## src/rtl/bytemul_pkg.sv

```systemverilog
package bytemul_pkg;
  // Strobes from the sequencer to the datapath, one set per step.
  typedef struct packed {
    logic ldOps;     // capture both operands
    logic wrP0;      // store low x low product
    logic wrP3;      // store high x high product
    logic wrCross;   // store a cross product (shared register)
    logic wrAcc;     // update the accumulator
    logic selHiX;    // table input from high byte of X
    logic selHiY;    // table input from high byte of Y
    logic accChain;  // 1: add to accumulator, 0: start from placed P3:P0
  } mulStrobe_t;
endpackage

```

## src/rtl/byte_prod_table.sv

```systemverilog
module byte_prod_table #(
  parameter int BYTE_W = 8
) (
  input  logic [BYTE_W-1:0]   aByte,
  input  logic [BYTE_W-1:0]   bByte,
  output logic [2*BYTE_W-1:0] prodOut
);
  localparam int PP_W = 2 * BYTE_W;

  // Lookup addressed by {aByte, bByte}; contents are the unsigned products.
  always_comb begin
    prodOut = PP_W'(aByte) * PP_W'(bByte);
  end
endmodule

```

## src/rtl/byte_mul_ctrl.sv

```systemverilog
module byte_mul_ctrl
  import bytemul_pkg::*;
(
  input  logic       clk,
  input  logic       rst,
  input  logic       start,
  output mulStrobe_t strb,
  output logic       done
);
  typedef enum logic [2:0] {
    ST_IDLE, ST_P0, ST_P3, ST_P1, ST_ACC1, ST_P2, ST_ACC2, ST_DONE
  } seqState_t;

  seqState_t state, stateNext;
  logic accept;

  assign accept = start && (state == ST_IDLE || state == ST_DONE);
  assign done   = (state == ST_DONE);

  always_comb begin
    stateNext = state;
    unique case (state)
      ST_IDLE, ST_DONE: stateNext = accept ? ST_P0 : ST_IDLE;
      ST_P0:   stateNext = ST_P3;
      ST_P3:   stateNext = ST_P1;
      ST_P1:   stateNext = ST_ACC1;
      ST_ACC1: stateNext = ST_P2;
      ST_P2:   stateNext = ST_ACC2;
      ST_ACC2: stateNext = ST_DONE;
      default: stateNext = ST_IDLE;
    endcase
  end

  always_ff @(posedge clk) begin
    if (rst) state <= ST_IDLE;
    else     state <= stateNext;
  end

  always_comb begin
    strb = '0;
    unique case (state)
      ST_IDLE, ST_DONE: strb.ldOps = accept;
      ST_P0:   strb.wrP0 = 1'b1;
      ST_P3:   begin strb.wrP3 = 1'b1; strb.selHiX = 1'b1; strb.selHiY = 1'b1; end
      ST_P1:   begin strb.wrCross = 1'b1; strb.selHiX = 1'b1; end
      ST_ACC1: strb.wrAcc = 1'b1;
      ST_P2:   begin strb.wrCross = 1'b1; strb.selHiY = 1'b1; end
      ST_ACC2: begin strb.wrAcc = 1'b1; strb.accChain = 1'b1; end
      default: strb = '0;
    endcase
  end

  // the completion pulse never lasts two cycles
  assert_done_single_R4: assert property (@(posedge clk) disable iff (rst)
    done |=> !done);

  // completion sits exactly seven edges after an accepted start
  assert_done_latency_R3: assert property (@(posedge clk) disable iff (rst)
    done |-> $past(accept, 7));

  // at most one register group is written per step
  assert_one_strobe_R6: assert property (@(posedge clk) disable iff (rst)
    $onehot0({strb.ldOps, strb.wrP0, strb.wrP3, strb.wrCross, strb.wrAcc}));
endmodule

```

## src/rtl/byte_mul_dpath.sv

```systemverilog
module byte_mul_dpath
  import bytemul_pkg::*;
#(
  parameter int BYTE_W = 8
) (
  input  logic                clk,
  input  logic                rst,
  input  mulStrobe_t          strb,
  input  logic [2*BYTE_W-1:0] xIn,
  input  logic [2*BYTE_W-1:0] yIn,
  output logic [4*BYTE_W-1:0] product
);
  localparam int OP_W   = 2 * BYTE_W;
  localparam int PP_W   = 2 * BYTE_W;
  localparam int PROD_W = 4 * BYTE_W;

  logic [OP_W-1:0]   opReg [2];
  logic              selHi [2];
  logic [BYTE_W-1:0] opByte [2];
  logic [PP_W-1:0]   tblOut, p0Reg, p3Reg, crossReg;
  logic [PROD_W-1:0] accReg, accBase, crossWide;

  assign selHi[0] = strb.selHiX;
  assign selHi[1] = strb.selHiY;

  always_ff @(posedge clk) begin
    if (rst) begin
      opReg[0] <= '0;
      opReg[1] <= '0;
    end else if (strb.ldOps) begin
      opReg[0] <= xIn;
      opReg[1] <= yIn;
    end
  end

  // Byte selector per operand feeding the shared table.
  for (genvar g = 0; g < 2; g++) begin : gByteSel
    assign opByte[g] = selHi[g] ? opReg[g][OP_W-1:BYTE_W] : opReg[g][BYTE_W-1:0];
  end

  byte_prod_table #(.BYTE_W(BYTE_W)) uTable (
    .aByte  (opByte[0]),
    .bByte  (opByte[1]),
    .prodOut(tblOut)
  );

  always_ff @(posedge clk) begin
    if (rst) begin
      p0Reg    <= '0;
      p3Reg    <= '0;
      crossReg <= '0;
    end else begin
      if (strb.wrP0)    p0Reg    <= tblOut;
      if (strb.wrP3)    p3Reg    <= tblOut;
      if (strb.wrCross) crossReg <= tblOut;
    end
  end

  // P3 and P0 are placed side by side; cross products enter one byte up.
  assign accBase   = strb.accChain ? accReg : {p3Reg, p0Reg};
  assign crossWide = {{BYTE_W{1'b0}}, crossReg, {BYTE_W{1'b0}}};

  always_ff @(posedge clk) begin
    if (rst)              accReg <= '0;
    else if (strb.wrAcc)  accReg <= accBase + crossWide;
  end

  assign product = accReg;

  // captured operands change only on an accepted start
  assert_ops_stable_R7: assert property (@(posedge clk) disable iff (rst)
    !strb.ldOps |=> ($stable(opReg[0]) && $stable(opReg[1])));

  // the result register moves only in the two accumulate steps
  assert_acc_hold_R5: assert property (@(posedge clk) disable iff (rst)
    (!strb.wrAcc) |=> $stable(accReg));
endmodule

```

## src/rtl/byte_table_mul.sv

```systemverilog
module byte_table_mul
  import bytemul_pkg::*;
#(
  parameter int BYTE_W = 8,
  localparam int OP_W   = 2 * BYTE_W,
  localparam int PROD_W = 4 * BYTE_W
) (
  input  logic              clk,
  input  logic              rst,
  input  logic              start,
  input  logic [OP_W-1:0]   xIn,
  input  logic [OP_W-1:0]   yIn,
  output logic              done,
  output logic [PROD_W-1:0] product
);
  mulStrobe_t strb;

  byte_mul_ctrl uCtrl (
    .clk  (clk),
    .rst  (rst),
    .start(start),
    .strb (strb),
    .done (done)
  );

  byte_mul_dpath #(.BYTE_W(BYTE_W)) uDpath (
    .clk    (clk),
    .rst    (rst),
    .strb   (strb),
    .xIn    (xIn),
    .yIn    (yIn),
    .product(product)
  );

  // the product at completion matches the operands seen seven edges earlier
  assert_product_R2: assert property (@(posedge clk) disable iff (rst)
    done |-> (product == (PROD_W'($past(xIn, 7)) * PROD_W'($past(yIn, 7)))));
endmodule

```

## config.mk

```make
export PLATFORM = sky130hd
export DESIGN_NAME = byte_table_mul
export DESIGN_NICKNAME = d
export VERILOG_FILES = /design/src/rtl/bytemul_pkg.sv /design/src/rtl/byte_prod_table.sv /design/src/rtl/byte_mul_ctrl.sv /design/src/rtl/byte_mul_dpath.sv /design/src/rtl/byte_table_mul.sv
export SDC_FILE = /design/constraint.sdc
export NUM_CORES = 1
export LEC_CHECK = 0
export CAP_MARGIN = 20
export CORE_UTILIZATION = 40
export CTS_BUF_LIST = sky130_fd_sc_hd__clkbuf_4
export DETAILED_ROUTE_END_ITERATION = 6
export DONT_BUFFER_PORTS = 1
export SLEW_MARGIN = 20
export SYNTH_ARGS = -nofsm -noshare
export SYNTH_HDL_FRONTEND = slang
export SYNTH_HIERARCHICAL = 1
export SYNTH_SLANG_ARGS = --single-unit
```

## constraint.sdc

```tcl
create_clock -name clk -period 5.9 [get_ports clk]
set_input_delay 1.18 -clock clk [delete_from_list [all_inputs] [get_ports clk]]
set_output_delay 1.18 -clock clk [all_outputs]
set_load 0.02 [all_outputs]
```

==> flow_summary.json <==
{
  "postSynthAreaPerCell_um2": 9.51,
  "clock_latency_ns": 0.53,
  "power_report.internal_total_mw": 1.75,
  "grt_start_max_net_pins": 93,
  "critical_path.max_stage_delay_ns": 0.54,
  "floorplan.die_area_mm2": 0.0210,
  "grt_use_total": 0.180,
  "drv.max_cap_violation_count": 0,
  "fp.dieW_um": 145,
  "endpoint_kind": "register",
  "synth_top_flop_cell": "dfxtp_1",
  "critical_path.max_fanout": 8,
  "detail_route.drc_violations": 0,
  "cts.root.buffer_cell": "clkbuf_4",
  "number_of_storage_elements_in_the_synthesis_netlist": 115,
  "grt-ovfl-total": 0,
  "critical_path.cell_chain": "nor3b_4, a21o_1, mux2_2, and2_1, fa_1, inv_1, fa_1, inv_1, fa_1, inv_1, fa_1, inv_1, ha_1, o21a_1, o31a_4, o31ai_1, a21oi_1, xor2_1, mux2i_1, nor2_1",
  "worst_setup_hold_path_clk_slew_ns": 0.11,
  "firstDrtPassIters": 5,
  "holdCritStartpoint": "uDpath/p0Reg[2]$_SDFFE_PP0P_",
  "crit_type": "register to register",
  "timing.critical_path.arrival_ns": 6.04,
  "cts_num_sinks": 115,
  "cp_top_family": "adder cells",
  "comb_power_share": 0.416,
  "fin_crit_sh": 0.944,
  "detailed_route_vias_per_instance": 5.29,
  "synth_edf_count": 32,
  "cts_hold_repair.buffers": 0,
  "seq_power_share": 0.337,
  "area_growth_pct": 7.53,
  "power.density_cell_area_mw_per_mm2": 322,
  "worst_slew_margin_rel": 0.279,
  "worst_setup_path_start_kind": "register",
  "gp_congestion": 0.854,
  "async_flop_share": 0,
  "cp-startpoint": "uCtrl/state[1]$_SDFF_PP0_",
  "io_pins": 68,
  "place.detailed.hpwl_um": 14000,
  "cts.path.max_buffers": 2,
  "yosys_warnings": 6,
  "worstRegToRegCells": 20,
  "max_clock_freq_ghz": 0.179,
  "core_area_mm2": 0.0198,
  "share_of_layout_cells_above_drive_strength_1": 0.122,
  "holdPathEnd": "uDpath/product[2]$_SDFFE_PP0P_",
  "initial_utilization": 0.414,
  "final_max_slew_viol_count": 0,
  "post_synth_main_area_contributors": "dfxtp_1 (20%), edfxtp_1 (12%), fa_1 (9.0%)",
  "placement.io_buffers": 0,
  "final_critical_path_setup_slack_ns": 0.329,
  "fp-row-count": 51,
  "tightestPinTransition_ns": 1.08,
  "cpMaxStageDelayCell": "fa_1",
  "h-tree-depth": 4,
  "drt-initial-drc-count": 312,
  "grt_antenna_before_repair": 1,
  "power.static_leakage_nw": 3.60,
  "outcome": "finished, final reports clean",
  "r2r-start": "uCtrl/state[1]$_SDFF_PP0_",
  "via_count": 5985,
  "power.net_switching_mw": 1.09,
  "minimum_setup_slack_among_reg_to_reg_paths_ns": 0.33,
  "synthTopCellsByCount": "dfxtp_1 (83), and2_1 (81), nor2_1 (78)",
  "drt-wirelength-per-cell_um": 16.4,
  "dominant_cell_by_count_in_the_synthesized_netlist": "dfxtp_1",
  "postCtsSetupRepairBufs": 0,
  "timing.final.setup_violations": 0,
  "data_required_time_at_the_worst_endpoint_ns": 6.37,
  "crit_buf_inv": 4,
  "vdd.ir_drop.worst_uv": 134,
  "clock_skews_ns": 0.0226,
  "synth-seq-area-share": 0.320,
  "finalHoldViolCount": 0,
  "fin_total_pwr_mw": 2.83,
  "synth_cells": 861,
  "crit_cells": 20,
  "critical_path.reg2reg.endpoint": "uDpath/crossReg[11]$_SDFFE_PP0P_",
  "clock_power_share": 0.247,
  "post-synth-top-area-cell": "dfxtp_1",
  "postRouteWirelength_um": 18600,
  "grt_first_pass_wirelength_um": 30100,
  "min_path_cells": 2,
  "postRouteAntennaNets": 0,
  "post_synth_instance_area_mm2": 0.00819,
  "first_global_vias": 5671,
  "synth_fp_nets": 985,
  "number_of_buffers_added_by_the_clock_tree_synthesis_step": 17,
  "switching_share": 0.383,
  "post-synth-top-area-fraction": 0.203,
  "num-nets-final": 977,
  "hold_crit_path_type": "register to register",
  "die_h_um": 145,
  "dp_slack_ns": 0.161,
  "clock_tree_from_tritoncts": "yes",
  "layout_min_cycle_time_ns": 5.57,
  "post_synth_num_cell_types": 78
}
-- routing by layer --
| layer | track usage | share of wire | routed length (um) |
|---|---|---|---|
| met1 | 0.247 | 0.47 | 8760 |
| met2 | 0.285 | 0.48 | 8930 |
| met3 | 0.0355 | 0.040 | 744 |
| met4 | 0.0516 | 0.0077 | 143 |
| met5 | 0 | 0 | 0 |
-- worst max path at each step --
stage	to	slack (ns)
5_1_grt	uDpath/crossReg[11]$_SDFFE_PP0P_	-0.009
4_1_cts	uDpath/p0Reg[15]$_SDFFE_PP0P_	0.13
6_report	uDpath/crossReg[11]$_SDFFE_PP0P_	0.33
3_3_place_gp	uDpath/p3Reg[15]$_SDFFE_PP0P_	0.26
3_5_place_dp	uDpath/crossReg[15]$_SDFFE_PP0P_	0.16
2_1_floorplan	uDpath/crossReg[13]$_SDFFE_PP0P_	0.65
-- final cells by class --
class	instances	area, um^2
clock buffers	17	128
well taps	265	332
repair buffers	13	97.6
diodes	1	2.50
fillers	1936	11000
multi-input cells	645	5180
flip-flops and latches	115	2620
clock inverters	15	213
inverters	61	229
-- kinds of logic after synthesis --
logic type	share of synthesized area
buffers and inverters	0.0510
AO/OA/AOI/OAI	0.125
multiplexers	0.117
AND/OR/NAND/NOR	0.198
adder cells (fa/ha/maj)	0.170
flip-flops	0.320
XOR/XNOR	0.0182
-- registers in the layout, summed over array words and instances, names as in the netlist --
signal           count
uCtrl/state          3
uDpath/crossReg     16
uDpath/opReg        32
uDpath/p0Reg        16
uDpath/p3Reg        16
uDpath/product      32
-- stage by stage --
| step | hold WS, ns | instances | utilization | TNS [ns] | cell area [um^2] |
|---|---|---|---|---|---|
| 6_report | 0.449 | 1132 | 0.445 | 0 | 8810 |
| 3_5_place_dp | 0.447 | 1099 | 0.427 | 0 | 8450 |
| 5_1_grt | 0.473 | 1132 | 0.445 | -0.00862 | 8810 |
| 3_3_place_gp | 0.442 | 1099 | 0.427 | 0 | 8450 |
| 2_1_floorplan | 0.431 | 861 | - | 0 | 8190 |
| 4_1_cts | 0.448 | 1131 | 0.444 | 0 | 8790 |
-- repair_timing --
item / CTS / global route
endpoints found under the setup margin: 0 / 8
hold endpoints to repair: 0 / 0
resized for setup: 0 / 4
-- power groups by stage --
stage	combinational, mW	clock (mW)	sequential (mW)
5_1_grt	1.32	0.754	0.963
4_1_cts	1.18	0.724	0.956
3_3_place_gp	1.16	0	0.974
2_1_floorplan	0.873	0	0.946
6_report	1.18	0.699	0.955
3_5_place_dp	1.17	0	0.973
-- worst min-delay path: cells and delay by family, from the launching register on --
kind / cells / cell delay, ns
AOI/OAI and AO/OA: 1 / 0.05
and+or+nand+nor: 1 / 0.05
DFF: 1 / 0.32
-- cell usage in the layout, fill, tap and decap left out, drive strengths merged, types with 17 or more instances in the layout --
cell type,n
o21ai,24
nand2,63
fa,37
clkbuf,17
nor2,79
and2,82
inv,63
a21oi,35
edfxtp,32
nand3,18
mux2i,60
dfxtp,83
mux2,32
ha,52
No activity file was read; power rests on OpenSTA's default activity.
